<file path="config.mk">
export PLATFORM = sky130hd
export DESIGN_NAME = pguard_top
export DESIGN_NICKNAME = d
export VERILOG_FILES = /design/src/rtl/pguard_pkg.sv /design/src/rtl/pguard_fsm.sv /design/src/rtl/pguard_viol.sv /design/src/rtl/pguard_top.sv
export SDC_FILE = /design/constraint.sdc
export NUM_CORES = 1
export LEC_CHECK = 0
export BUFFER_PORTS_ARGS = -buffer_cell sky130_fd_sc_hd__buf_4
export CORE_ASPECT_RATIO = 0.7
export CORE_UTILIZATION = 47
export CTS_CLUSTER_SIZE = 40
export DETAILED_ROUTE_END_ITERATION = 10
export PLACE_DENSITY = 0.86
export REMOVE_ABC_BUFFERS = 1
export SLEW_MARGIN = 5
export SYNTH_ARGS = -nofsm -noshare
export SYNTH_HDL_FRONTEND = slang
export SYNTH_SLANG_ARGS = --single-unit
</file>
<file path="constraint.sdc">
create_clock -name clk -period 5.2 [get_ports clk]
set_input_delay 0.78 -clock clk [delete_from_list [all_inputs] [get_ports clk]]
set_output_delay 0.78 -clock clk [all_outputs]
set_load 0.05 [all_outputs]
</file>
<file path="src/rtl/pguard_pkg.sv">
package pguard_pkg;

    typedef enum logic [1:0] {
        ST_FREE  = 2'd0,
        ST_OWNED = 2'd1,
        ST_RESET = 2'd2
    } own_state_e;

    localparam logic [2:0] IDX_LOCK   = 3'd0;
    localparam logic [2:0] IDX_REL    = 3'd1;
    localparam logic [2:0] IDX_STATUS = 3'd2;
    localparam logic [2:0] IDX_VIOL   = 3'd3;
    localparam logic [2:0] IDX_VADDR  = 3'd4;

endpackage

</file>
<file path="src/rtl/pguard_fsm.sv">
module pguard_fsm
    import pguard_pkg::*;
#(
    parameter int DID_W      = 4,
    parameter int RST_CYCLES = 4
) (
    input  logic             clk,
    input  logic             rst_n,
    input  logic             lock_req,
    input  logic             rel_req,
    input  logic [DID_W-1:0] req_did,
    output own_state_e       state,
    output logic [DID_W-1:0] owner,
    output logic             grant,
    output logic             rel_ok,
    output logic             slv_rst
);

    localparam int CNT_W = (RST_CYCLES > 1) ? $clog2(RST_CYCLES) : 1;
    localparam logic [CNT_W-1:0] CNT_LOAD = CNT_W'(RST_CYCLES - 1);
    localparam logic [CNT_W:0]   RUN_FULL = (CNT_W + 1)'(RST_CYCLES);

    own_state_e       state_n;
    logic [CNT_W-1:0] cnt;
    logic [CNT_W:0]   chk_run;

    // state register, owner and countdown
    always_ff @(posedge clk or negedge rst_n) begin
        if (!rst_n) begin
            state <= ST_FREE;
            owner <= '0;
            cnt   <= '0;
        end else begin
            state <= state_n;
            if (grant) begin
                owner <= req_did;
            end else if (rel_ok) begin
                owner <= '0;
                cnt   <= CNT_LOAD;
            end else if (state == ST_RESET && cnt != '0) begin
                cnt <= cnt - 1'b1;
            end
        end
    end

    // next state and outputs
    always_comb begin
        grant   = 1'b0;
        rel_ok  = 1'b0;
        slv_rst = 1'b0;
        state_n = state;
        unique case (state)
            ST_FREE: begin
                grant = lock_req;
                if (lock_req) state_n = ST_OWNED;
            end
            ST_OWNED: begin
                rel_ok = rel_req && (req_did == owner);
                if (rel_ok) state_n = ST_RESET;
            end
            ST_RESET: begin
                slv_rst = 1'b1;
                if (cnt == '0) state_n = ST_FREE;
            end
            default: state_n = ST_FREE;
        endcase
    end

    // checker: length of each slave reset pulse
    always_ff @(posedge clk or negedge rst_n) begin
        if (!rst_n)       chk_run <= '0;
        else if (slv_rst) chk_run <= chk_run + 1'b1;
        else              chk_run <= '0;
    end

    p_rst_len_r9: assert property (@(posedge clk) disable iff (!rst_n)
        $fell(slv_rst) |-> chk_run == RUN_FULL);

    p_busy_no_steal_r3: assert property (@(posedge clk) disable iff (!rst_n)
        (lock_req && state != ST_FREE) |=> $stable(owner));

    p_grant_sets_owner_r2: assert property (@(posedge clk) disable iff (!rst_n)
        grant |=> (state == ST_OWNED && owner == $past(req_did)));

endmodule

</file>
<file path="src/rtl/pguard_viol.sv">
module pguard_viol #(
    parameter int DID_W  = 4,
    parameter int ADDR_W = 12
) (
    input  logic              clk,
    input  logic              rst_n,
    input  logic              set,
    input  logic [DID_W-1:0]  set_did,
    input  logic [ADDR_W-1:0] set_addr,
    input  logic              clr,
    output logic              irq,
    output logic [DID_W-1:0]  cap_did,
    output logic [ADDR_W-1:0] cap_addr
);

    logic take;

    always_comb take = set && (!irq || clr);

    always_ff @(posedge clk or negedge rst_n) begin
        if (!rst_n) begin
            irq      <= 1'b0;
            cap_did  <= '0;
            cap_addr <= '0;
        end else begin
            if (take) begin
                cap_did  <= set_did;
                cap_addr <= set_addr;
            end
            if (set)      irq <= 1'b1;
            else if (clr) irq <= 1'b0;
        end
    end

    p_irq_hold_r6: assert property (@(posedge clk) disable iff (!rst_n)
        (irq && !clr) |=> irq);

    p_capture_sticky_r7: assert property (@(posedge clk) disable iff (!rst_n)
        (irq && !clr) |=> $stable(cap_did) && $stable(cap_addr));

endmodule

</file>
<file path="src/rtl/pguard_top.sv">
module pguard_top
    import pguard_pkg::*;
#(
    parameter int ADDR_W     = 12,
    parameter int DATA_W     = 32,
    parameter int DID_W      = 4,
    parameter int RST_CYCLES = 4
) (
    input  logic              clk,
    input  logic              rst_n,
    input  logic              req_valid,
    input  logic              req_write,
    input  logic [ADDR_W-1:0] req_addr,
    input  logic [DID_W-1:0]  req_did,
    input  logic [DATA_W-1:0] req_wdata,
    output logic              rsp_valid,
    output logic              rsp_err,
    output logic [DATA_W-1:0] rsp_rdata,
    output logic              slv_valid,
    output logic              slv_write,
    output logic [ADDR_W-2:0] slv_addr,
    output logic [DATA_W-1:0] slv_wdata,
    input  logic [DATA_W-1:0] slv_rdata,
    output logic              slv_rst,
    output logic              irq_viol
);

    localparam int FLD_LO = 8;

    own_state_e        state;
    logic [DID_W-1:0]  owner;
    logic              grant;
    logic              rel_ok;
    logic              is_ctrl;
    logic [2:0]        idx;
    logic              data_ok;
    logic              viol_set;
    logic              lock_req;
    logic              rel_req;
    logic              viol_clr;
    logic [DID_W-1:0]  cap_did;
    logic [ADDR_W-1:0] cap_addr;
    logic [DATA_W-1:0] rdata_n;
    logic              err_n;

    always_comb begin
        is_ctrl  = req_addr[ADDR_W-1];
        idx      = req_addr[2:0];
        data_ok  = req_valid && !is_ctrl && state == ST_OWNED && req_did == owner;
        viol_set = req_valid && !is_ctrl && !data_ok;
        lock_req = req_valid && is_ctrl && idx == IDX_LOCK && !req_write;
        rel_req  = req_valid && is_ctrl && idx == IDX_REL && req_write;
        viol_clr = req_valid && is_ctrl && idx == IDX_VIOL && req_write && req_wdata[0];
    end

    pguard_fsm #(.DID_W(DID_W), .RST_CYCLES(RST_CYCLES)) u_fsm (
        .clk      (clk),
        .rst_n    (rst_n),
        .lock_req (lock_req),
        .rel_req  (rel_req),
        .req_did  (req_did),
        .state    (state),
        .owner    (owner),
        .grant    (grant),
        .rel_ok   (rel_ok),
        .slv_rst  (slv_rst)
    );

    pguard_viol #(.DID_W(DID_W), .ADDR_W(ADDR_W)) u_viol (
        .clk      (clk),
        .rst_n    (rst_n),
        .set      (viol_set),
        .set_did  (req_did),
        .set_addr (req_addr),
        .clr      (viol_clr),
        .irq      (irq_viol),
        .cap_did  (cap_did),
        .cap_addr (cap_addr)
    );

    // slave side: forwarded in the request cycle
    always_comb begin
        slv_valid = data_ok;
        slv_write = req_write;
        slv_addr  = req_addr[ADDR_W-2:0];
        slv_wdata = req_wdata;
    end

    // response contents
    always_comb begin
        rdata_n = '0;
        err_n   = 1'b0;
        if (is_ctrl) begin
            unique case (idx)
                IDX_LOCK:   rdata_n[0] = grant;
                IDX_REL:    err_n = req_write && !rel_ok;
                IDX_STATUS: begin
                    rdata_n[1:0]            = state;
                    rdata_n[FLD_LO +: DID_W] = owner;
                end
                IDX_VIOL: begin
                    rdata_n[0]              = irq_viol;
                    rdata_n[FLD_LO +: DID_W] = cap_did;
                end
                IDX_VADDR:  rdata_n[ADDR_W-1:0] = cap_addr;
                default:    rdata_n = '0;
            endcase
            if (req_write) rdata_n = '0;
        end else begin
            err_n = !data_ok;
            if (data_ok && !req_write) rdata_n = slv_rdata;
        end
    end

    always_ff @(posedge clk or negedge rst_n) begin
        if (!rst_n) begin
            rsp_valid <= 1'b0;
            rsp_err   <= 1'b0;
            rsp_rdata <= '0;
        end else begin
            rsp_valid <= req_valid;
            rsp_err   <= req_valid && err_n;
            rsp_rdata <= req_valid ? rdata_n : '0;
        end
    end

    p_fwd_owner_only_r4: assert property (@(posedge clk) disable iff (!rst_n)
        slv_valid |-> (state == ST_OWNED && req_did == owner && !slv_rst));

    p_blocked_err_r5: assert property (@(posedge clk) disable iff (!rst_n)
        (req_valid && !is_ctrl && !slv_valid) |=> (rsp_err && rsp_rdata == '0 && irq_viol));

    p_release_owner_only_r8: assert property (@(posedge clk) disable iff (!rst_n)
        (rel_req && state == ST_OWNED && req_did != owner) |=> state == ST_OWNED);

endmodule

</file>
==> results.ini, run 1 <==
[outcome]
status = completed

[detailed_routing]
drcViolationCount = 0
drt_pass1_iterations = 4
drt-wirelength-per-cell_um = 18.1
viasPerCell = 5.07
first_iter_violations = 104
routed_wl_um = 6590
antenna_left = 0
vias = 1847

[sta]
rsz0062_at_grt = false
fmax_ghz = 0.382
finalSetupTns_ns = 0
setup_viol = 0
fin_crit_sh = 0.503
slew_headroom = 0.524
tightest_slew_ns = 0.714
hold_violations = 0
period_needed_ns = 2.62
slew_viol_final = 0
fin_skew_ns = 0.00751

[power_and_ir_drop]
p_leak_nw = 1.77
p_per_area_nw_per_um2 = 322
max-vdd-ir-drop_uv = 197

[layout]
fin_cells = 364
final_cell_area_um2 = 3460
nNetsFinal = 373
final_common_cell = buf_4
utilization = 0.634
area_delta_synth_final_pct = 25.3
layout_common_cells = buf_4 (103), dfrtp_1 (59), and2_1 (21)
n_fill_cell = 427
final_layout_size_suffix_gt1_frac = 0.493
antenna_cells = 0

[floorplan]
dieArea_um2 = 6190
fp-row-count = 22
coreArea_um2 = 5450
die_h_um = 66.1
io_pins = 165
initial_utilization = 0.506
die_x_um = 93.6

[critical_path]
path_max_fanout = 6
rr_startpoint = u_fsm.owner[3]
critPathLaunchType = primary input
r2r_slack_ns = 3.16
r2r.worst_path.cells = 4
crit_arrival_ns = 1.84
regToRegEndpoint = u_viol.cap_did[0]
critPathCaptureType = output port
crit_required_ns = 4.42
crit_type = in2out

[hold_path]
hold_path_end = rsp_rdata[6]
hp-class = reg2reg
hp-start = u_viol.cap_addr[6]
hold_depth = 1

[placed_design]
place_area_um2 = 3240
dp_cells = 349
port_buffers = 102
routabilityCongestion = 0.771
dpl.hpwl_um = 5010

[logic_synthesis]
syn_avg_cell_area_um2 = 12.3
ys_top_cells_by_area = dfrtp_1 (54%), buf_4 (12%), mux2_4 (4.9%), and2_1 (4.8%), mux2_2 (4.5%)
async_flop_share = 1.00
synth_seq_area_share = 0.535
synth_edf_count = 0
ys_types = 37
ys_ff_latch = 59
synth_area_leader_cell = dfrtp_1
postSynthCellCount = 225
synth_warnings = 0
ys.flop_type = dfrtp_1
syn_area_um2 = 2760
synth_top_area_share = 0.535

[global_route]
grtUsageTotal = 0.233
grt_pass1_vias = 1794
grt_start_max_net_pins = 60
antenna_found_initial = 0
grt_overflow = 0
grt_pass1_wl_um = 9900

[clock_tree]
htree_num_levels = 3
cts.clk_slew.worst_paths_ns = 0.07
cts_buffers = 9
cts_max_path_buffers = 2
cts-root-buf = clkbuf_8
ctsResizeCount = 0
hold_buffers = 0
clk_latency_ns = 0.33
cts_tree = done
clock-sinks = 59
post_cts.repair.setup_buffers = 0

[flow_run]
maxCapViolCount = 0

## report_power, final
part	internal (W)	switching, W
Combinational	0.0000784	0.0000722
Clock	0.000278	0.000174
Sequential	0.000493	0.0000188
## Yosys cell counts, types with 3 or more instances
cell type,instances
dfrtp_1,59
buf_4,45
and2_1,21
mux2_2,11
nand2_1,11
mux2_4,9
o21ai_0,8
a22o_1,7
xnor2_1,5
a22oi_1,4
nor2_1,4
o2bb2ai_1,4
a21oi_1,3
buf_2,3
nor2b_1,3
## area by class of cell
| cell class | instances | area [um2] | share of cell area |
|---|---|---|---|
| flip-flops and latches | 59 | 1480 | 0.427 |
| multi-input cells | 113 | 895 | 0.259 |
| repair buffers | 103 | 773 | 0.224 |
| clock buffers | 10 | 138 | 0.0398 |
| well taps | 72 | 90.1 | 0.0261 |
| clock inverters | 5 | 77.6 | 0.0224 |
| inverters | 2 | 7.51 | 0.00217 |
## per-stage QoR
| stage | setup slack, ns | total power [W] | hold slack [ns] |
|---|---|---|---|
| finish | 2.58 | 0.00111 | 0.494 |
| global route | 2.48 | 0.00117 | 0.511 |
| CTS | 2.56 | 0.00113 | 0.494 |
| detailed placement | 2.58 | 0.000672 | 0.478 |
| global placement | 2.57 | 0.000666 | 0.481 |
| floorplan | 2.13 | 0.000581 | 0.461 |
## worst max path at each step
stage	from	endpoint	slack (ns)	cells past startpoint
6_report	req_did[3]	slv_valid	2.58	5
5_1_grt	req_did[3]	slv_valid	2.48	5
4_1_cts	req_did[3]	slv_valid	2.56	5
3_5_place_dp	req_did[3]	slv_valid	2.58	5
3_3_place_gp	req_did[2]	slv_valid	2.57	5
2_1_floorplan	req_did[2]	slv_valid	2.13	3
## critical path, stage by stage
cell and delay [ns]:
buf_4 0.12, xnor2_1 0.26, nand4_4 0.22, nor3_1 0.22
buf_4 0.24
## flip-flops by register name, indices dropped and copies added, names as in the netlist
register,cells
rsp_rdata,32
u_viol.cap_addr,12
u_fsm.owner,4
u_viol.cap_did,4
u_fsm.cnt,2
u_fsm.state,2
rsp_err,1
rsp_valid,1
u_viol.irq,1
## layer usage
metal / share of wire / vias to the layer above / GRT usage
li1: - / 840 / -
met1: 0.46 / 883 / 0.308
met2: 0.40 / 114 / 0.297
met3: 0.13 / 8 / 0.159
met4: 0.0082 / 2 / 0.0577
met5: 0.0068 / - / 0.0926
## cells by family (layout without fill, tap and decap cells)
family / count (synthesis) / count (layout) / synth area share
adder cells (fa/ha/maj): 1 / 1 / 0.00453
multiplexers: 20 / 20 / 0.0939
AND/OR/NAND/NOR: 57 / 57 / 0.130
flip-flops: 59 / 59 / 0.535
buffers and inverters: 53 / 120 / 0.141
AO/OA/AOI/OAI: 30 / 30 / 0.0803
XOR/XNOR: 5 / 5 / 0.0159
Power figures use the tool's default switching activity.
==> run 2: changes to the inputs <==
--- a/config.mk
+++ b/config.mk
@@ -7,10 +7,10 @@
 export LEC_CHECK = 0
 export BUFFER_PORTS_ARGS = -buffer_cell sky130_fd_sc_hd__buf_4
 export CORE_ASPECT_RATIO = 0.7
-export CORE_UTILIZATION = 47
+export CORE_UTILIZATION = 39
 export CTS_CLUSTER_SIZE = 40
 export DETAILED_ROUTE_END_ITERATION = 10
-export PLACE_DENSITY = 0.86
+export PLACE_DENSITY = 0.76
 export REMOVE_ABC_BUFFERS = 1
 export SLEW_MARGIN = 5
 export SYNTH_ARGS = -nofsm -noshare
==> constraint.sdc (replaced) <==
create_clock -name clk -period 2.2 [get_ports clk]
set_input_delay 0.33 -clock clk [delete_from_list [all_inputs] [get_ports clk]]
set_output_delay 0.33 -clock clk [all_outputs]
set_load 0.05 [all_outputs]
==> results.ini, run 2 (synthesis results as in run 1) <==
[floorplan]
initial_utilization = 0.406  ; was 0.506
die_x_um = 103  ; was 93.6 um
coreArea_um2 = 6790  ; was 5450 um2
die_h_um = 72.4  ; was 66.1 um
fp-row-count = 25  ; was 22
dieArea_um2 = 7420  ; was 6190 um2
io_pins = 165  ; unchanged

[layout]
top_regs = rsp_rdata: 32 flops, u_viol.cap_addr: 12 flops  ; unchanged
antenna_cells = 0  ; unchanged
utilization = 0.524  ; was 0.634
n_fill_cell = 592  ; was 427
fin_cells = 389  ; was 364
largest_register_ffs = 32  ; unchanged
final_layout_size_suffix_gt1_frac = 0.502  ; was 0.493
final_common_cell = buf_4  ; unchanged
area_delta_synth_final_pct = 28.8  ; was 25.3%
multiInputGateArea_um2 = 902  ; was 895 um2
layout_common_cells = buf_4 (104), dfrtp_1 (59), and2_1 (21)  ; was buf_4 (103), dfrtp_1 (59), and2_1 (21)
nNetsFinal = 375  ; was 373
regArea_um2 = 1480  ; unchanged
top_register = rsp_rdata  ; unchanged

[sta]
slew_viol_final = 0  ; unchanged
tightest_slew_ns = 0.739  ; was 0.714 ns
rsz0062_at_grt = false  ; unchanged
fin_crit_sh = 0.928
period_needed_ns = 2.04
slew_headroom = 0.508  ; was 0.524
fmax_ghz = 0.490
fin_skew_ns = 0.00779  ; was 0.00751 ns
hold_violations = 0  ; unchanged
fin_ws_ns = 0.159  ; was 2.58 ns
setup_viol = 0  ; unchanged

[critical_path]
path_buf_inv = 1  ; was 2
crit_arrival_ns = 1.71  ; was 1.84 ns
worstPathCellList = xnor2_2 > nand4_4 > nor3_1 > buf_4  ; was buf_4 > xnor2_1 > nand4_4 > nor3_1 > buf_4
critPathCaptureType = output port  ; unchanged
crit_type = reg2out  ; was in2out
crit_slowest_cell = dfrtp_1  ; was xnor2_1
crit_required_ns = 1.87  ; was 4.42 ns
cp_top_family = simple AND/OR/NAND/NOR gates  ; unchanged
critPathLaunchType = flip-flop  ; was primary input
path_max_fanout = 6  ; unchanged
slowest_delay_ns = 0.43  ; was 0.26 ns

[global_route]
grt_use_met3 = 0.135  ; was 0.159
grt_pass1_vias = 1853  ; was 1794
busiest_layer = met1  ; unchanged
grtUsageMet1 = 0.254  ; was 0.308
grt_overflow = 0  ; unchanged
grt_use_met2 = 0.241  ; was 0.297
grt_start_max_net_pins = 60  ; unchanged
grt_pass1_wl_um = 10100  ; was 9900 um
antenna_found_initial = 0  ; unchanged
grtUsageTotal = 0.193  ; was 0.233

[detailed_routing]
drcViolationCount = 0  ; unchanged
first_iter_violations = 37  ; was 104
drt-wirelength-per-cell_um = 17.3  ; was 18.1 um
antenna_left = 0  ; unchanged
vias = 1865  ; was 1847
viasPerCell = 4.79  ; was 5.07
drt_pass1_iterations = 4  ; unchanged
routed_wl_um = 6750  ; was 6590 um

[placed_design]
port_buffers = 102  ; unchanged
dpl.hpwl_um = 4940  ; was 5010 um
routabilityCongestion = 0.744  ; was 0.771
pre_cts_slack_ns = 0.395  ; was 2.58 ns
dp_cells = 373  ; was 349

[clock_tree]
cts_tree = done  ; unchanged
cts_max_path_buffers = 2  ; unchanged
hold_buffers = 0  ; unchanged
clock-sinks = 59  ; unchanged
htree_num_levels = 3  ; unchanged
clk_latency_ns = 0.34  ; was 0.33 ns
cts-root-buf = clkbuf_8  ; unchanged
ctsResizeCount = 0  ; unchanged
cts.clk_slew.worst_paths_ns = 0.07  ; about the same
post_cts.repair.setup_buffers = 0  ; unchanged
cts_buffers = 9  ; unchanged

[outcome]
status = completed  ; unchanged

[flow_run]
maxCapViolCount = 0  ; unchanged

[power_and_ir_drop]
max-vdd-ir-drop_uv = 406  ; was 197 uV
p_per_area_nw_per_um2 = 783  ; was 322 nW/um2
p_leak_nw = 1.81  ; was 1.77 nW

[hold_path]
hp-class = in2async  ; was reg2reg

==> run 2: power breakdown <==
part | switching, W | total (W) | internal (W)
logic | 0.000171 | 0.000358 | 0.000187
registers | 0.0000445 | 0.00121 | 0.00116
clock network | 0.000430 | 0.00121 | 0.000784
==> run 2: per-layer routing <==
metal | vias to the layer above | part of all wire | routed length, um
met4 | 0 | 0.0073 | 49
met5 | - | 0 | 0
met3 | 6 | 0.15 | 1020
met1 | 884 | 0.44 | 3000
met2 | 124 | 0.40 | 2680
li1 | 851 | - | -
==> run 2: stage by stage <==
stage          hold slack [ns]  TNS (ns)  area, um2  total power [W]
3_3_place_gp             0.440         0       3300          0.00158
2_1_floorplan           0.0344   -0.0307       2380          0.00137
6_report                0.0599         0       3550          0.00278
4_1_cts                 0.0668         0       3550          0.00283
3_5_place_dp             0.446         0       3300          0.00159
5_1_grt                 0.0968         0       3550          0.00289
==> run 2: worst register-to-register path, stage by stage, from the launching register on <==
cell	delay, ns
dfrtp_1	0.43
xnor2_2	0.25
nand4_4	0.20
o21ai_4	0.19
buf_12	0.19
mux2_2	0.35
==> run 2: cell type report <==
cell class / count / area share
Inverter: 2 / 0.00211
Multi-Input combinational cell: 113 / 0.254
Timing Repair Buffer: 105 / 0.225
Clock buffer: 10 / 0.0387
Sequential cell: 59 / 0.415
Clock inverter: 6 / 0.0317
Tap cell: 94 / 0.0331
==> run 2: worst paths after layout <==
check	startpoint	end	slack (ns)	depth (start not counted)
worst max-delay path	u_fsm.owner[3]	slv_valid	0.16	4
worst min-delay path	rst_n	rsp_rdata[26]	0.06	1
worst max register to register	u_fsm.owner[3]	u_viol.cap_addr[1]	0.47	5
worst min register to register	u_viol.cap_addr[4]	rsp_rdata[4]	0.50	1
max in group asynchronous	rst_n	u_viol.cap_did[2]	1.66	1
min in group clk	req_valid	rsp_valid	0.13	1
==> run 3: changes to the inputs <==
--- a/config.mk
+++ b/config.mk
@@ -6,7 +6,7 @@
 export NUM_CORES = 1
 export LEC_CHECK = 0
 export BUFFER_PORTS_ARGS = -buffer_cell sky130_fd_sc_hd__buf_4
-export CORE_ASPECT_RATIO = 0.7
+export CORE_ASPECT_RATIO = 0.75
 export CORE_UTILIZATION = 39
 export CTS_CLUSTER_SIZE = 40
 export DETAILED_ROUTE_END_ITERATION = 10
==> results.ini, run 3 (synthesis results as in run 1) <==
[layout]
layout_common_cells = buf_4 (105), dfrtp_1 (59), and2_1 (21)  ; was buf_4 (104), dfrtp_1 (59), and2_1 (21)
largest_register_ffs = 32  ; unchanged
final_common_cell = buf_4  ; unchanged
final_cell_area_um2 = 3520  ; was 3550 um2
n_fill_cell = 601  ; was 592
antenna_cells = 0  ; unchanged
regArea_um2 = 1480  ; unchanged
multiInputGateArea_um2 = 895  ; was 902 um2
nNetsFinal = 375  ; unchanged
area_delta_synth_final_pct = 27.7  ; was 28.8%
fin_cells = 379  ; was 389
utilization = 0.516  ; was 0.524
final_layout_size_suffix_gt1_frac = 0.498  ; was 0.502
top_register = rsp_rdata  ; unchanged
top_regs = rsp_rdata: 32 flops, u_viol.cap_addr: 12 flops  ; unchanged

[global_route]
grt_overflow = 0  ; unchanged
antenna_found_initial = 0  ; unchanged
grt_pass1_wl_um = 10100  ; about the same
grt_start_max_net_pins = 60  ; unchanged
grtUsageTotal = 0.196  ; was 0.193
grt_pass1_vias = 1828  ; was 1853

[critical_path]
crit_type = reg2out  ; unchanged
critPathCaptureType = output port  ; unchanged
r2r_slack_ns = 0.36  ; was 0.47 ns
path_max_fanout = 6  ; unchanged
r2r.worst_path.cells = 5  ; unchanged
regToRegEndpoint = u_viol.cap_did[2]  ; was u_viol.cap_addr[1]
crit_required_ns = 1.87  ; about the same
rr_startpoint = u_fsm.owner[0]  ; was u_fsm.owner[3]
crit_arrival_ns = 1.74  ; was 1.71 ns
critPathLaunchType = flip-flop  ; unchanged

[sta]
slew_viol_final = 0  ; unchanged
hold_ws_ns = 0.0344  ; was 0.0599 ns
slew_headroom = 0.504  ; was 0.508
fmax_ghz = 0.484  ; was 0.490 GHz
tightest_slew_ns = 0.744  ; was 0.739 ns
rsz0062_at_grt = false  ; unchanged
finalSetupTns_ns = 0  ; unchanged
fin_skew_ns = 0.0103  ; was 0.00779 ns
fin_crit_sh = 0.939  ; was 0.928
setup_viol = 0  ; unchanged
period_needed_ns = 2.07  ; was 2.04 ns
hold_violations = 0  ; unchanged

[floorplan]
fp-row-count = 26  ; was 25
die_x_um = 99.1  ; was 103 um
coreArea_um2 = 6830  ; was 6790 um2
io_pins = 165  ; unchanged
initial_utilization = 0.404  ; was 0.406
die_h_um = 74.8  ; was 72.4 um
dieArea_um2 = 7420  ; about the same

[placed_design]
port_buffers = 102  ; unchanged
place_area_um2 = 3270  ; was 3300 um2
dp_cells = 363  ; was 373
dpl.hpwl_um = 5130  ; was 4940 um
routabilityCongestion = 0.765  ; was 0.744

[hold_path]
hp-class = in2async  ; unchanged

[power_and_ir_drop]
max-vdd-ir-drop_uv = 501  ; was 406 uV
p_leak_nw = 1.80  ; was 1.81 nW
p_per_area_nw_per_um2 = 794  ; was 783 nW/um2

[detailed_routing]
routed_wl_um = 6910  ; was 6750 um
viasPerCell = 4.98  ; was 4.79
drcViolationCount = 0  ; unchanged
drt_pass1_iterations = 4  ; unchanged
drt-wirelength-per-cell_um = 18.2  ; was 17.3 um
first_iter_violations = 71  ; was 37
antenna_left = 0  ; unchanged
vias = 1887  ; was 1865

[flow_run]
maxCapViolCount = 0  ; unchanged

[clock_tree]
cts-root-buf = clkbuf_8  ; unchanged
hold_buffers = 0  ; unchanged
post_cts.repair.setup_buffers = 0  ; unchanged
cts_buffers = 9  ; unchanged
htree_num_levels = 3  ; unchanged
cts_tree = done  ; unchanged
clk_latency_ns = 0.35  ; was 0.34 ns
cts.clk_slew.worst_paths_ns = 0.07  ; about the same
clock-sinks = 59  ; unchanged
ctsResizeCount = 0  ; unchanged
cts_max_path_buffers = 2  ; unchanged

[outcome]
status = completed  ; unchanged

[run 3: cell count changes in the layout (fill, tap and decap cells not counted)]
cell,change
buf_12,-1
xnor2_2,-1
xnor2_1,+1
buf_4,+1
[run 3: worst max-delay path by stage]
stage | start | endpoint | depth (start not counted)
after CTS | u_fsm.owner[0] | slv_valid | 4
after global placement | req_did[0] | u_viol.cap_did[2] | 6
after detailed placement | req_did[0] | u_viol.cap_did[2] | 6
after floorplan | u_fsm.owner[3] | slv_valid | 3
final | u_fsm.owner[0] | slv_valid | 4
after global routing | u_fsm.owner[0] | slv_valid | 4
[run 3: report_power, final]
part | switching (W) | leakage [nW] | internal (W)
combinational | 0.000171 | 0.893 | 0.000186
sequential | 0.0000431 | 0.782 | 0.00116
clock | 0.000447 | 0.126 | 0.000785
total | 0.000661 | 1.80 | 0.00214
[run 3: worst max-delay path: stages (launching register included)]
cell and delay, ns:
dfrtp_1 0.40, xnor2_1 0.26, nand4_4 0.22, nor3_1 0.25, buf_4 0.25
[run 3: through the flow]
step	total power [W]	worst slack, ns
6_report	0.00280	0.133
5_1_grt	0.00291	0.0256
4_1_cts	0.00283	0.0994
3_5_place_dp	0.00159	0.312
3_3_place_gp	0.00158	0.322
2_1_floorplan	0.00137	-0.0307
[run 3: layout make-up]
type,instances,area share
clock inverter,6,0.0320
clock buffer,10,0.0391
inverter,2,0.00213
sequential,59,0.419
tap,84,0.0298
timing repair buffer,105,0.224
multi-input combinational,113,0.254
[run 3: metal layers]
layer / routed length, um / GRT usage / vias up
met1: 3110 / 0.252 / 892
li1: - / - / 845
met2: 2690 / 0.246 / 137
met4: 99 / 0.0833 / 2
met3: 960 / 0.134 / 11
met5: 56 / 0.0641 / -
